### src/rtl/bus_inv_encoder.sv
module bus_inv_encoder #(
  parameter int W     = 36,
  parameter int LIMIT = W / 2
) (
  input  logic         clk,
  input  logic         rst_n,
  input  logic         pol_en,
  input  logic         single_bus,
  input  logic         odd_vld,
  input  logic [W-1:0] odd_data,
  input  logic         even_vld,
  input  logic [W-1:0] even_data,
  output logic [W-1:0] odd_q,
  output logic         odd_pol,
  output logic [W-1:0] even_q,
  output logic         even_pol
);
  localparam int CW = $clog2(W + 1);

  function automatic logic [CW-1:0] toggles(input logic [W-1:0] a, input logic [W-1:0] b);
    logic [CW-1:0] n;
    n = '0;
    for (int i = 0; i < W; i++) n = n + CW'(a[i] ^ b[i]);
    return n;
  endfunction

  logic         vld  [2];
  logic [W-1:0] din  [2];
  logic [W-1:0] qreg [2];
  logic         preg [2];

  assign vld[0] = odd_vld;
  assign vld[1] = even_vld;
  assign din[0] = odd_data;
  assign din[1] = even_data;
  assign odd_q    = qreg[0];
  assign odd_pol  = preg[0];
  assign even_q   = qreg[1];
  assign even_pol = preg[1];

  wire active = pol_en & ~single_bus;

  for (genvar g = 0; g < 2; g++) begin : g_lane
    wire flip = active & (toggles(din[g], qreg[g]) > CW'(LIMIT));
    always_ff @(posedge clk) begin
      if (!rst_n) begin
        qreg[g] <= '0;
        preg[g] <= 1'b0;
      end else if (vld[g]) begin
        qreg[g] <= flip ? ~din[g] : din[g];
        preg[g] <= flip;
      end
    end
  end
endmodule

### config.mk
export PLATFORM = sky130hd
export DESIGN_NAME = bus_inv_encoder
export DESIGN_NICKNAME = d
export VERILOG_FILES = /design/src/rtl/bus_inv_encoder.sv
export SDC_FILE = /design/constraint.sdc
export NUM_CORES = 1
export LEC_CHECK = 0
export BUFFER_PORTS_ARGS = -buffer_cell sky130_fd_sc_hd__buf_2
export CORE_MARGIN = 8
export CORE_UTILIZATION = 45
export CTS_BUF_LIST = sky130_fd_sc_hd__clkbuf_2 sky130_fd_sc_hd__clkbuf_4 sky130_fd_sc_hd__clkbuf_8
export DETAILED_ROUTE_END_ITERATION = 6
export HOLD_SLACK_MARGIN = 0.15
export PLACE_DENSITY = 0.73
export SYNTH_ARGS = -nofsm -noshare
export SYNTH_HDL_FRONTEND = slang
export SYNTH_SLANG_ARGS = --single-unit
### constraint.sdc
create_clock -name clk -period 16.6 [get_ports clk]
set_clock_uncertainty 0.1 [all_clocks]
set_input_delay 0.83 -clock clk [delete_from_list [all_inputs] [get_ports clk]]
set_output_delay 0.83 -clock clk [all_outputs]
set_load 0.01 [all_outputs]
---- Yosys cells after proc, flatten, opt, wreduce, memory -nomap -nowiden ----
Memory sizes are Yosys's and may differ from the RTL's.
Cells that the tools add are included.
storage, ports and cells
  bits in registers ....................... 0
  memory bits (writable) .................. 74
  input bits .............................. 78
  output and inout port bits .............. 74
  logic and storage cells ................. 169
  memories ................................ 2
operators by class
  add/subtract/negate cells ............... 70
  order comparisons ....................... 2
  muxes and demuxes ....................... 13
  bitwise gates (word level) .............. 82
memory list
  memory  depth  bits a word  rd ports  clocked after memory_dff  wr ports  line  text
  qreg    2      36           2         0                         2         29    logic [W-1:0] qreg [2];
  preg    2      1            2         0                         2         30    logic preg [2];
operators with widths
  cell                                                           count
  adder 6 x 1 -> 6 bit                                           60
  two-way mux 36 bit                                             4
  NOT 36 bit                                                     2
  bitwise XOR 1 bit                                              72
  adder 5 x 1 -> 6 bit                                           2
  greater-than comparator 6 x 5 -> 1 bit, second input constant  2
  adder 4 x 1 -> 5 bit                                           2
  two-way mux 1 bit                                              9
  adder 3 x 1 -> 4 bit                                           2
  adder 2 x 1 -> 3 bit                                           2
  adder 1 x 1 -> 2 bit                                           2
  bitwise OR 1 bit                                               4
  AND 1 bit                                                      3
  NOT 1 bit                                                      1

---- Logic depth before layout (Yosys ltp) ----
  depth after elaboration ................. 40
  mapped depth ............................ 22
  depth with buffers taken out ............ 20

---- Worst setup path before layout ----
OpenSTA, ideal clock, no wires.
  kind .................................... input to register
  from .................................... input port odd_data[0]
  to ...................................... memory qreg[0][12], data pin
  setup time .............................. 266 ps
  arrival ................................. 6047 ps
  required time ........................... 16234 ps
  setup slack ............................. 10187 ps
  stages .................................. 21
  buffers on the path ..................... 2
  cell sequence ........................... xnor2_1 > fa_1 > inv_1 > fa_1 > fa_1 > fa_1 > fa_1 > inv_1 > fa_1 > inv_1 > ha_1 > inv_1 > fa_1 > nor2b_1 > o21a_1 > o21ai_0 > a221oi_1 > buf_2 > buf_4 > xnor2_1 > nor2_1
RTL lines
  element      line  text
  from (decl)  10    input logic [W-1:0] odd_data,
  to (decl)    29

==> results.toml <==
[timing]
min_period_ns = 7.002
rsz0062_at_grt = "false"
tightest_slew_ns = 0.9801
finalCritPeriodShare_pct = 42.18
drv_slew = 0
finalWorstSetupSlack_ns = 9.598
finalHoldViolations = 0
slew_headroom_pct = 34.66
max_freq_mhz = 142.8
finalSetupViolCount = 0
setup_tns_ns = 0

[flow_run]
max_cap_violations = 0

[floorplan]
fp.dieW_um = 130.5
rows = 42
die-height_um = 130.5
die-area_um2 = 17040
initial_core_util_pct = 45.30
pin_count = 152
coreArea_um2 = 13030

[critical_path]
crit_start = "even_data[0]"
r2r_cells = 19
critical_path_class = "input pin to flop"
start_kind = "input pin"
reg2reg_slack_ns = 9.74
crit_required_ns = 16.71
cp-end-kind = "flop"
crit_fanout = 73
r2r_start = "qreg[1][0]"
reg2reg_to = "qreg[1][15]"
endpoint = "qreg[1][15]"
crit_arrival_ns = 7.12

[clocking]
ctsHtreeMaxLevel = 3
post-cts-setup-buffers = 0
clock_sinks = 74
cts-root-buf = "clkbuf_8"
cts_made_buffers = 9
path_clk_slew_ns = 0.08
cts_buffer_depth = 2
cts_hold_buf = 0
cts_tree = "done"
cts_resized = 0
worst_skew_pair.late_latency_ns = 0.37

[route]
routed_wl_mm = 13.72
drc = 0
antenna_left = 0
wl_per_cell_um = 16.09
vias_per_cell = 5.025
first_pass_iters = 5
vias = 4286
drt-initial-drc-count = 205

[logic_synthesis]
ys_ff_latch = 74
yosysTopAreaCell = "edfxtp_1"
synth.mux.area_fraction_pct = 0.3603
synth_cells = 529
synth_edf_count = 73
async_flop_share_pct = 0
synth.distinct_cells = 39
yosys_most_used_dff = "edfxtp_1"
ys_warn_count = 0
synth_top_area_share_pct = 37.13
synth-compound-area-share_pct = 8.733
ys_seq_area_share_pct = 37.47
synth_fa_ha_area_share_pct = 22.38
synth-simple-area-share_pct = 8.287
netlist_top_cells_area = "edfxtp_1, fa_1, xnor2_1"
mappedNetlistNets = 679
netlist_area_um2 = 5903
synth_top_family_by_area = "adder cells"
synth_xor_area_share_pct = 16.62
syn_area_per_cell_um2 = 11.16

[worst_hold_path]
holdCritPathClass = "flop to flop"

[placement]
gp_congestion = 0.8124
port_buffers = 151
hpwl_mm = 10.54
placed_area_um2 = 6797
post-place-ws_ns = 9.129

[grt]
grt_pass1_vias = 4614
grt_max_degree = 74
grt_pass1_wl_mm = 22.43
overflow = 0
antenna_found_initial = 1
gr-usage-all-layers_pct = 16.84

[cells_and_area]
nets = 821
fillers = 1179
final_area_um2 = 6988
drive_gt1_share_pct = 26.04
syn2layout_area_growth_pct = 18.38

[run_status]
outcome = "finished clean"
[area by class of cell]
class                      instances  area [um^2]  area share [%]
sequential                        74         2212           31.66
inverter                          58        217.7           3.115
timing repair buffer             156        805.8           11.53
clock buffer                       9        123.9           1.773
multi-input combinational        372         3361           48.09
tap                              176        220.2           3.151
clock inverter                     7        45.04          0.6446
antenna                            1        2.502         0.03581
[metal layers]
layer	GRT usage (%)	part of all wire (%)
met5	0	0
met2	28.86	52
met4	6.077	1.8
met3	4.830	7.0
met1	19.74	39
[registers in the layout, summed over array words and instances, names as in the netlist]
name / flops
qreg: 72
preg: 2
[cells by family after synthesis]
| logic type | after synthesis |
|---|---|
| xor+xnor | 112 |
| mux | 2 |
| simple gates | 94 |
| buf+inv | 83 |
| flops | 74 |
| fa+ha+maj | 72 |
| compound gates | 92 |
[cells in the final DEF (no fill, tap or decap), drive strengths merged, types with 3 or more instances in the layout]
cell type,count
inv,59
o21ai,38
xnor2,70
nand2b,4
xor2,42
nor2b,5
clkbuf,9
or3,36
a21oi,39
nand2,5
edfxtp,73
ha,16
clkinv,3
clkinvlp,3
nor2,39
fa,56
buf,156
[worst min path at each step]
stage,start,cells after the start,endpoint
2_1_floorplan,preg[1],2,preg[1]
3_3_place_gp,preg[1],2,preg[1]
3_5_place_dp,preg[1],2,preg[1]
4_1_cts,preg[1],2,preg[1]
5_1_grt,preg[1],2,preg[1]
6_report,preg[1],2,preg[1]
[Yosys cell counts (all sizes together), types with 4 or more instances]
master / count
a21oi: 39
buf: 10
clkbuf: 15
edfxtp: 73
fa: 56
ha: 16
inv: 58
nand2: 5
nand2b: 4
nor2: 39
nor2b: 5
o21ai: 38
or3: 36
xnor2: 70
xor2: 42
[through the flow]
stage | util, % | hold WS (ns) | cells
2_1_floorplan | - | 0.3781 | 529
6_report | 53.62 | 0.3610 | 853
5_1_grt | 53.62 | 0.3838 | 853
4_1_cts | 53.45 | 0.3672 | 851
3_3_place_gp | 52.15 | 0.3477 | 835
3_5_place_dp | 52.15 | 0.3490 | 835
[worst max-delay path, stage by stage]
cell and delay [ns]:
buf_2 0.12, xnor2_1 0.15, fa_1 0.55, inv_1 0.06, fa_1 0.51, fa_1 0.54, fa_1 0.54, fa_1 0.55
inv_1 0.06, fa_1 0.48, inv_1 0.07, ha_1 0.18, inv_1 0.06, fa_1 0.44, nor2b_4 0.16, o31a_1 0.17
xor2_1 0.29, a41o_2 0.90, o21ai_0 0.24, a21oi_1 0.19
Power is not shown: default switching activity piles up to over one toggle a cycle in this logic, so the estimate is an artifact.
